<file path="config.mk">
export PLATFORM = sky130hd
export DESIGN_NAME = ctl_frame_sequencer
export DESIGN_NICKNAME = d
export VERILOG_FILES = /design/src/rtl/fseq_pkg.sv /design/src/rtl/fseq_cfg.sv /design/src/rtl/fseq_req.sv /design/src/rtl/fseq_core.sv /design/src/rtl/ctl_frame_sequencer.sv
export SDC_FILE = /design/constraint.sdc
export NUM_CORES = 1
export LEC_CHECK = 0
export ABC_AREA = 1
export BUFFER_PORTS_ARGS = -buffer_cell sky130_fd_sc_hd__buf_2
export CAP_MARGIN = 20
export CORE_MARGIN = 1.5
export CORE_UTILIZATION = 55
export DETAILED_ROUTE_END_ITERATION = 8
export HOLD_SLACK_MARGIN = 0.08
export PLACE_DENSITY = 0.8
export SLEW_MARGIN = 20
export SYNTH_ARGS = -nofsm -noshare
export SYNTH_HDL_FRONTEND = slang
export SYNTH_SLANG_ARGS = --single-unit
export TNS_END_PERCENT = 1
</file>
<file path="constraint.sdc">
create_clock -name clk -period 2.1 [get_ports clk]
set_input_delay 0.105 -clock clk [delete_from_list [all_inputs] [get_ports clk]]
set_output_delay 0.105 -clock clk [all_outputs]
set_load 0.05 [all_outputs]
</file>
<file path="src/rtl/fseq_pkg.sv">
package fseq_pkg;
  typedef enum logic [2:0] {
    TK_START  = 3'd0,
    TK_ARBHDR = 3'd1,
    TK_ADDR   = 3'd2,
    TK_DATA   = 3'd3,
    TK_EXIT   = 3'd4,
    TK_RSTPAT = 3'd5,
    TK_RSTART = 3'd6,
    TK_STOP   = 3'd7
  } tok_e;

  localparam logic [3:0] MT_HDR_ONLY = 4'b0001;
  localparam logic [3:0] MT_PRIV     = 4'b0010;
  localparam logic [3:0] MT_LEGACY   = 4'b0011;
  localparam logic [7:0] BCAST_WR    = 8'hFC;
endpackage

</file>
<file path="src/rtl/fseq_cfg.sv">
module fseq_cfg (
  input  logic clk,
  input  logic rst_n,
  input  logic enable,
  input  logic role_in,
  input  logic opt_wr,
  input  logic no_arb_in,
  input  logic exit_in,
  input  logic rst_in,
  input  logic busy,
  output logic ctrl_active,
  output logic opt_no_arb,
  output logic opt_exit,
  output logic opt_rst
);
  logic en_q, role_q;

  always_ff @(posedge clk or negedge rst_n) begin
    if (!rst_n) begin
      en_q   <= 1'b0;
      role_q <= 1'b0;
    end else begin
      en_q <= enable;
      if (enable && !en_q) role_q <= role_in;
    end
  end

  assign ctrl_active = enable && en_q && role_q;

  always_ff @(posedge clk or negedge rst_n) begin
    if (!rst_n) begin
      opt_no_arb <= 1'b0;
      opt_exit   <= 1'b0;
      opt_rst    <= 1'b0;
    end else if (opt_wr && !busy) begin
      opt_no_arb <= no_arb_in;
      opt_exit   <= exit_in;
      opt_rst    <= rst_in;
    end
  end

  AST_OPTS_FROZEN: assert property (@(posedge clk) disable iff (!rst_n)
    busy |=> ($stable(opt_no_arb) && $stable(opt_exit) && $stable(opt_rst)));
  AST_ROLE_HELD: assert property (@(posedge clk) disable iff (!rst_n)
    (enable && en_q) |=> $stable(role_q));
endmodule

</file>
<file path="src/rtl/fseq_req.sv">
module fseq_req (
  input  logic clk,
  input  logic rst_n,
  input  logic ctrl_active,
  input  logic idle,
  input  logic sw_trigger,
  input  logic first_wr,
  input  logic first_wr_mend,
  input  logic cmd_valid,
  input  logic fetch_stall,
  input  logic accept,
  input  logic accept_mend,
  output logic need
);
  logic raise;
  assign raise = (idle && sw_trigger)
              || (idle && first_wr && !first_wr_mend && !cmd_valid)
              || fetch_stall;

  always_ff @(posedge clk or negedge rst_n) begin
    if (!rst_n)                   need <= 1'b0;
    else if (!ctrl_active)        need <= 1'b0;
    else if (accept && accept_mend) need <= 1'b0;
    else if (raise)               need <= 1'b1;
  end

  AST_STALL_REQUESTS: assert property (@(posedge clk) disable iff (!rst_n)
    (fetch_stall && ctrl_active) |=> need);
  AST_MEND_DROPS_REQ: assert property (@(posedge clk) disable iff (!rst_n)
    (accept && accept_mend) |=> !need);
endmodule

</file>
<file path="src/rtl/fseq_core.sv">
module fseq_core
  import fseq_pkg::*;
#(
  parameter int LEN_W  = 8,
  parameter int TOKD_W = 8
) (
  input  logic              clk,
  input  logic              rst_n,
  input  logic              ctrl_active,
  input  logic              opt_no_arb,
  input  logic              opt_exit,
  input  logic              opt_rst,
  input  logic              preload,
  input  logic              cfifo_loaded,
  input  logic              txf_loaded,
  input  logic              cmd_valid,
  output logic              cmd_ready,
  input  logic              cmd_mend,
  input  logic [3:0]        cmd_mtype,
  input  logic              cmd_rstact,
  input  logic [6:0]        cmd_addr,
  input  logic              cmd_rnw,
  input  logic [LEN_W-1:0]  cmd_len,
  output logic              tok_valid,
  input  logic              tok_ready,
  output tok_e              tok_kind,
  output logic [TOKD_W-1:0] tok_data,
  output logic              busy,
  output logic              idle,
  output logic              fetch_stall,
  output logic              accept,
  output logic              accept_mend
);
  typedef enum logic [3:0] {
    S_IDLE, S_FETCH, S_BEG, S_ARB, S_ADR, S_DAT, S_EXT, S_RSP, S_STP
  } st_e;

  st_e              st, st_n;
  logic             first_q, rst_seen_q;
  logic             w_mend, w_rnw;
  logic [3:0]       w_mtype;
  logic [6:0]       w_addr;
  logic [LEN_W-1:0] w_len, idx;

  logic needs_tx, start_ok, last_byte, arb_ok;
  st_e  msg_done, beg_next, arb_next;

  assign needs_tx  = !cmd_rnw && (cmd_len != '0) && (cmd_mtype != MT_HDR_ONLY);
  assign start_ok  = cmd_valid && (!preload || (cfifo_loaded && (!needs_tx || txf_loaded)));
  assign last_byte = (idx == w_len - 1'b1);
  assign arb_ok    = first_q && !opt_no_arb && ((w_mtype == MT_PRIV) || (w_mtype == MT_LEGACY));

  assign msg_done  = w_mend ? ((opt_rst && rst_seen_q) ? S_RSP : S_STP) : S_FETCH;
  assign beg_next  = (w_mtype == MT_HDR_ONLY) ? S_ARB : (arb_ok ? S_ARB : S_ADR);
  assign arb_next  = (w_mtype == MT_HDR_ONLY) ? (opt_exit ? S_EXT : msg_done) : S_ADR;

  always_comb begin
    st_n = st;
    unique case (st)
      S_IDLE:  if (start_ok)  st_n = S_FETCH;
      S_FETCH: if (cmd_valid) st_n = S_BEG;
      S_BEG:   if (tok_ready) st_n = beg_next;
      S_ARB:   if (tok_ready) st_n = arb_next;
      S_ADR:   if (tok_ready) st_n = (w_len != '0) ? S_DAT : msg_done;
      S_DAT:   if (tok_ready && last_byte) st_n = msg_done;
      S_EXT:   if (tok_ready) st_n = msg_done;
      S_RSP:   if (tok_ready) st_n = S_STP;
      S_STP:   if (tok_ready) st_n = S_IDLE;
      default: st_n = S_IDLE;
    endcase
    if (!ctrl_active) st_n = S_IDLE;
  end

  assign cmd_ready   = ctrl_active && (st == S_FETCH);
  assign accept      = cmd_ready && cmd_valid;
  assign accept_mend = accept && cmd_mend;
  assign fetch_stall = cmd_ready && !cmd_valid;
  assign busy        = (st != S_IDLE);
  assign idle        = (st == S_IDLE);

  always_ff @(posedge clk or negedge rst_n) begin
    if (!rst_n) begin
      st         <= S_IDLE;
      first_q    <= 1'b1;
      rst_seen_q <= 1'b0;
      w_mend     <= 1'b0;
      w_rnw      <= 1'b0;
      w_mtype    <= '0;
      w_addr     <= '0;
      w_len      <= '0;
      idx        <= '0;
    end else begin
      st <= st_n;
      if (st == S_IDLE) begin
        first_q    <= 1'b1;
        rst_seen_q <= 1'b0;
      end
      if (accept) begin
        w_mend     <= cmd_mend;
        w_rnw      <= cmd_rnw;
        w_mtype    <= cmd_mtype;
        w_addr     <= cmd_addr;
        w_len      <= cmd_len;
        rst_seen_q <= rst_seen_q || cmd_rstact;
      end
      if (st == S_BEG && tok_ready) first_q <= 1'b0;
      if (st == S_ADR) idx <= '0;
      else if (st == S_DAT && tok_ready) idx <= idx + 1'b1;
    end
  end

  always_comb begin
    tok_valid = ctrl_active;
    tok_kind  = TK_START;
    tok_data  = '0;
    unique case (st)
      S_BEG: tok_kind = first_q ? TK_START : TK_RSTART;
      S_ARB: begin tok_kind = TK_ARBHDR; tok_data = TOKD_W'(BCAST_WR); end
      S_ADR: begin tok_kind = TK_ADDR;   tok_data = TOKD_W'({w_addr, w_rnw}); end
      S_DAT: begin tok_kind = TK_DATA;   tok_data = TOKD_W'(idx); end
      S_EXT: tok_kind = TK_EXIT;
      S_RSP: tok_kind = TK_RSTPAT;
      S_STP: tok_kind = TK_STOP;
      default: tok_valid = 1'b0;
    endcase
  end

  AST_TOKEN_HELD: assert property (@(posedge clk) disable iff (!rst_n || !ctrl_active)
    (tok_valid && !tok_ready) |=> (tok_valid && $stable(tok_kind) && $stable(tok_data)));
  AST_STOP_ENDS_FRAME: assert property (@(posedge clk) disable iff (!rst_n)
    (tok_valid && tok_ready && tok_kind == TK_STOP) |=> !busy);
  AST_RSTPAT_BEFORE_STOP: assert property (@(posedge clk) disable iff (!rst_n || !ctrl_active)
    (tok_valid && tok_ready && tok_kind == TK_RSTPAT) |=> (tok_valid && tok_kind == TK_STOP));
  AST_NO_TOKEN_WHILE_FETCH: assert property (@(posedge clk) disable iff (!rst_n)
    cmd_ready |-> !tok_valid);
endmodule

</file>
<file path="src/rtl/ctl_frame_sequencer.sv">
module ctl_frame_sequencer #(
  parameter int LEN_W = 8,
  localparam int TOKD_W = (LEN_W > 8) ? LEN_W : 8
) (
  input  logic              clk,
  input  logic              rst_n,
  input  logic              cfg_enable,
  input  logic              cfg_ctrl_role,
  input  logic              cfg_preload,
  input  logic              opt_wr,
  input  logic              opt_no_arb_in,
  input  logic              opt_exit_in,
  input  logic              opt_rst_in,
  input  logic              sw_trigger,
  input  logic              first_wr,
  input  logic              first_wr_mend,
  input  logic              cfifo_loaded,
  input  logic              txf_loaded,
  input  logic              cmd_valid,
  output logic              cmd_ready,
  input  logic              cmd_mend,
  input  logic [3:0]        cmd_mtype,
  input  logic              cmd_rstact,
  input  logic [6:0]        cmd_addr,
  input  logic              cmd_rnw,
  input  logic [LEN_W-1:0]  cmd_len,
  output logic              tok_valid,
  input  logic              tok_ready,
  output logic [2:0]        tok_kind,
  output logic [TOKD_W-1:0] tok_data,
  output logic              need_word,
  output logic              busy
);
  logic ctrl_active, opt_no_arb, opt_exit, opt_rst;
  logic idle, fetch_stall, accept, accept_mend;
  fseq_pkg::tok_e kind_e;

  fseq_cfg u_cfg (
    .clk(clk), .rst_n(rst_n), .enable(cfg_enable), .role_in(cfg_ctrl_role),
    .opt_wr(opt_wr), .no_arb_in(opt_no_arb_in), .exit_in(opt_exit_in),
    .rst_in(opt_rst_in), .busy(busy), .ctrl_active(ctrl_active),
    .opt_no_arb(opt_no_arb), .opt_exit(opt_exit), .opt_rst(opt_rst)
  );

  fseq_core #(.LEN_W(LEN_W), .TOKD_W(TOKD_W)) u_core (
    .clk(clk), .rst_n(rst_n), .ctrl_active(ctrl_active),
    .opt_no_arb(opt_no_arb), .opt_exit(opt_exit), .opt_rst(opt_rst),
    .preload(cfg_preload), .cfifo_loaded(cfifo_loaded), .txf_loaded(txf_loaded),
    .cmd_valid(cmd_valid), .cmd_ready(cmd_ready), .cmd_mend(cmd_mend),
    .cmd_mtype(cmd_mtype), .cmd_rstact(cmd_rstact), .cmd_addr(cmd_addr),
    .cmd_rnw(cmd_rnw), .cmd_len(cmd_len), .tok_valid(tok_valid),
    .tok_ready(tok_ready), .tok_kind(kind_e), .tok_data(tok_data), .busy(busy),
    .idle(idle), .fetch_stall(fetch_stall), .accept(accept), .accept_mend(accept_mend)
  );

  fseq_req u_req (
    .clk(clk), .rst_n(rst_n), .ctrl_active(ctrl_active), .idle(idle),
    .sw_trigger(sw_trigger), .first_wr(first_wr), .first_wr_mend(first_wr_mend),
    .cmd_valid(cmd_valid), .fetch_stall(fetch_stall), .accept(accept),
    .accept_mend(accept_mend), .need(need_word)
  );

  assign tok_kind = kind_e;

  AST_TARGET_SILENT: assert property (@(posedge clk) disable iff (!rst_n)
    !ctrl_active |=> (!need_word));
endmodule

</file>
# Word-level counts from Yosys, hierarchy flattened

Cells that the tools add are included.

Bits in registers: 41
Word-level logic and storage cells: 117
Output and inout bits: 15

Add/sub/neg operators: 2
Multiplexer cells: 31
Reductions and logical operators: 46
Eq/ne operators: 23

Operator list:

| kind                                                                     | number |
|---|---|
| 4-bit two-way mux                                                        | 16 |
| 4-bit one-hot mux with 9 select lines                                    | 1 |
| 3-bit inequality test (second input constant)                            | 9 |
| 8-bit one-hot mux with 3 select lines                                    | 1 |
| 1-bit logical AND                                                        | 23 |
| 3-bit one-hot mux with 7 select lines                                    | 1 |
| 4-bit by 2-bit == test with 1-bit output (second input constant)         | 4 |
| 4-bit by 3-bit == test with 1-bit output (second input constant)         | 4 |
| 8-bit two-way mux                                                        | 2 |
| 8-bit nonzero test                                                       | 2 |
| 9-bit AND reduction                                                      | 1 |
| 8-bit by 1-bit adder with 8-bit output (second input constant)           | 1 |
| 4-bit by 1-bit == test with 1-bit output (second input constant)         | 2 |
| 8-bit == test                                                            | 1 |
| 1-bit zero test                                                          | 8 |
| 1-bit two-way mux                                                        | 8 |
| 8-bit by 1-bit subtractor with 8-bit output (second input constant)      | 1 |
| 7-bit OR reduction                                                       | 1 |
| 1-bit logical OR                                                         | 6 |
| 3-bit two-way mux                                                        | 2 |
| 2-bit nonzero test                                                       | 3 |
| 4-bit == test (second input constant)                                    | 1 |
| 4-bit zero test                                                          | 1 |
| 4-bit by 1-bit inequality test with 1-bit output (second input constant) | 1 |
| 2 further kinds                                                          | 2 |

# Logic depth before layout (Yosys ltp)

Word-level depth: 11
Mapped depth: 14
Depth with buffers taken out: 14

# By module

From an unflattened synthesis, not the netlist that was laid out.

Cell total of the unflattened synthesis: 386
Area, all modules: 2687.6 sq um

Modules (own cells, without submodules):

| module    | area an instance (sq um) | cells each | times used |
|---|---|---|---|
| fseq_core | 2408.6                   | 352        | 1 |
| fseq_cfg  | 200.2                    | 23         | 1 |
| fseq_req  | 78.8                     | 11         | 1 |

# Worst setup path before layout

No wires, ideal clock.

Path type: reg-to-output
From: register u_core.st[3]
To: output tok_data[0]
Cell stages (with the launch flop): 7
Path buffers: 1
Path slack: -0.115 ns
Arrival: 2.110 ns
Data required time: 1.995 ns
Path through: dfrtp_1 -> nor2_4 -> nand2_4 -> nor2_4 -> inv_1 -> clkbuf_1 -> o21ai_0

Cells in the longest elaborated chain, start to end: 2
Elaborated cells between the ends (all ways): 4
Classes of those cells: eq/ne: 3; mux: 1

Ends and longest elaborated chain:

| what                                                                                                 | RTL line                  | source |
|---|---|---|
| start, declared                                                                                      | fseq_core.sv:38           | `st_e st, st_n;` |
| start signal, assigned                                                                               | fseq_core.sv:93           | `st <= st_n;` |
| 4-bit by 3-bit == test with 1-bit output or 4-bit by 2-bit == test with 1-bit output (tied branches) | fseq_core.sv:116          | `unique case (st)` |
| 8-bit one-hot mux with 3 select lines *                                                              | fseq_core.sv:116          |  |
| end, declared                                                                                        | ctl_frame_sequencer.sv:30 | `output logic [TOKD_W-1:0] tok_data,` |

Every way passes the cells marked *; elsewhere a longest branch is shown, timed or not.

# Final worst setup path

From: register u_core.st[3]
To: output tok_data[4]

Same word-level chain as after synthesis.

==> results.ini <==
[status]
outcome=complete, no violations

[final_layout]
final_cells=483
area_growth_pct=26.9
utilization_pct=73.4
num_antenna_cells=0
final_nets=471
fin_area_um2=3220
fillCellCount=333
drive_gt1_share_pct=20.9

[power]
power_mw=1.96
power_leakage_nw=1.73
power_density_nw_per_um2=610
peakVddDrop_mv=0.459

[synth]
syn_inst=353
synth_area_um2=2540
synth_warnings=0
seq_area_frac_synth_pct=40.5
syn_nets=394
syn_area_per_cell_um2=7.19
ys_ff_latch=41
synth.distinct_cells=35

[sta]
finalCritPeriodShare_pct=96.2
fin_tns_setup_ps=0
setup_viol=0
worst_slack_ps=78.8
clock_skew_ps=4.00
hold_violations=0
fin_crit_ps=2020
max_clock_freq_mhz=495
final_max_slew_viol_count=0
slew_headroom_pct=39.6
tightest_slew_ps=906
hold_ws_ps=77.3

[die]
die_width_um=70.9
dieArea_um2=5030
die_y_um=70.9
core_um2=4380
core.rowCount=24
ios=53
start_util_pct=57.9

[worst_setup_path]
rr_worst_depth=10
critPathCaptureType=output port
worstPathMaxFanout=7
start_kind=flip-flop
arrival_ps=1920
worstPathRequired_ps=2000
worstSetupPathType=reg -> out

[hold_path]
min_path_cells=3
hold_path_class=in -> reg

[placed_design]
gp_congestion=0.900
io_buffers=52
dp_cells=453
place_area_um2=2840
post-place-ws_ps=253
detailed_place_hpwl_um=4690

[detailed_routing]
antenna_left=0
vias_per_cell=5.32
postRouteWirelength_um=6580
wl_per_cell_um=13.6
firstDrtPassIters=5
drt_iter0_markers=161
drc=0
dr_total_vias=2570

[clocking]
clock_tree.root_cell=clkbuf_8
clk_pin_slew_worst_paths_ps=80
cts_tree=done
cts.sinks=41
insertion_delay_ps=300
clock_path_buffers=2
htree_num_levels=2
cts_buffers=5

[grt]
grt_use_total_pct=28.6
grt.overflow.total=0
grt_max_degree=42
grt_pass1_vias=2466
antenna_found_initial=0
grt_pass1_wl_um=11400

[job]
maxCapViolations=0

## path summary, 6_finish.rpt
| kind | start | end | slack, ps |
|---|---|---|---|
| max | u_core.st[3] | tok_data[4] | 80 |
| min | opt_no_arb_in | u_cfg.opt_no_arb | 80 |
| max reg2reg | u_core.st[3] | u_core.w_len[7] | 240 |
| min reg2reg | u_core.w_mtype[3] | u_core.w_mtype[3] | 480 |
| max in group asynchronous | rst_n | u_core.w_addr[5] | 1060 |
| min in group asynchronous | rst_n | u_core.idx[6] | 460 |
## where the power goes
part           total, mW  internal (mW)  switching (mW)  leakage [nW]
Sequential         0.916          0.861          0.0554         0.516
Combinational      0.359          0.156           0.203          1.16
Clock              0.688          0.387           0.301        0.0574
## cell type report
| class | count | area [um^2] | share of cell area [%] |
|---|---|---|---|
| Sequential cell | 41 | 1030 | 31.9 |
| Inverter | 52 | 199 | 6.18 |
| Tap cell | 52 | 65.1 | 2.02 |
| Clock buffer | 6 | 82.6 | 2.57 |
| Timing Repair Buffer | 76 | 505 | 15.7 |
| Multi-Input combinational cell | 254 | 1300 | 40.5 |
| Clock inverter | 2 | 37.5 | 1.17 |
## sequential cells by signal, summed over array words and instances (netlist names)
signal             cells
u_cfg.opt_rst          1
u_req.need             1
u_core.rst_seen_q      1
u_core.w_rnw           1
u_core.w_mtype         4
u_core.idx             8
u_core.w_mend          1
u_core.st              4
u_cfg.opt_exit         1
u_core.w_len           8
u_core.w_addr          7
u_cfg.en_q             1
u_cfg.opt_no_arb       1
u_core.first_q         1
u_cfg.role_q           1
## layout by cell type (no fill, tap or decap), types with 4 or more instances in the layout
| cell type | instances |
|---|---|
| nor3_1 | 6 |
| inv_2 | 5 |
| dfrtp_1 | 40 |
| nor2_1 | 28 |
| buf_2 | 47 |
| nand2_1 | 113 |
| o21ai_1 | 5 |
| nor2_2 | 4 |
| nand4_1 | 9 |
| a21oi_1 | 11 |
| dlygate4sd3_1 | 21 |
| o211ai_1 | 7 |
| o21ai_0 | 19 |
| nand3_1 | 21 |
| clkbuf_8 | 6 |
| inv_1 | 46 |
| clkbuf_4 | 5 |
## repair_timing
action                     CTS  global route
hold endpoints to repair    60             0
setup endpoints to repair    8            14
hold buffers                21             0
gates resized for setup      1            12
setup buffers                0             1
pin swaps                    0             1
## layer usage
layer / GRT usage [%] / share of wire [%] / vias up
met5: 0 / 0 / -
met4: 6.92 / 1.4 / 0
met3: 5.56 / 6.4 / 10
met2: 45.5 / 47 / 93
met1: 40.9 / 45 / 1180
li1: - / - / 1287
## cell families (layout without fill, tap and decap cells)
| family | Yosys count | in the layout | share of synthesized area [%] |
|---|---|---|---|
| muxes | 1 | 1 | 0.444 |
| AOI/OAI and AO/OA | 49 | 49 | 11.1 |
| and+or+nand+nor | 198 | 198 | 35.4 |
| buffers and inverters | 58 | 136 | 9.02 |
| adders and majority gates | 3 | 3 | 1.48 |
| DFF | 41 | 41 | 40.5 |
| xor gates and xnor gates | 3 | 3 | 2.12 |
## worst max-delay path: stages, from the launching register on
cell and delay [ps]:
dfrtp_1 430, nor2_1 220, inv_1 120, nor3_4 210, inv_1 200, o211ai_1 140, buf_2 290
## cells in the mapped netlist
master,count,area share (%)
a21oi_1,11,2.2
a22o_1,1,0.35
a31oi_1,3,0.74
buf_2,3,0.59
buf_4,2,0.59
clkbuf_1,1,0.15
dfrtp_1,40,39
dfstp_2,1,1.0
ha_1,3,1.5
inv_1,49,7.2
inv_2,3,0.44
mux2_2,1,0.44
nand2_1,113,17
nand2_2,3,0.74
nand2_4,2,0.89
nand3_1,22,4.3
nand3_2,1,0.39
nand3_4,1,0.69
nand3b_1,1,0.30
nand4_1,9,2.2
nor2_1,30,4.4
nor2_2,2,0.49
nor2_4,3,1.3
nor3_1,6,1.2
nor3_2,2,0.79
nor3b_1,2,0.59
o211ai_1,7,2.1
o21a_1,1,0.30
o21ai_0,19,3.7
o21ai_1,5,0.99
o21ai_2,1,0.35
o311a_1,1,0.39
or2_2,1,0.25
xnor2_1,1,0.35
xnor3_1,2,1.8
Note: power is estimated with default switching activity, not from simulation.
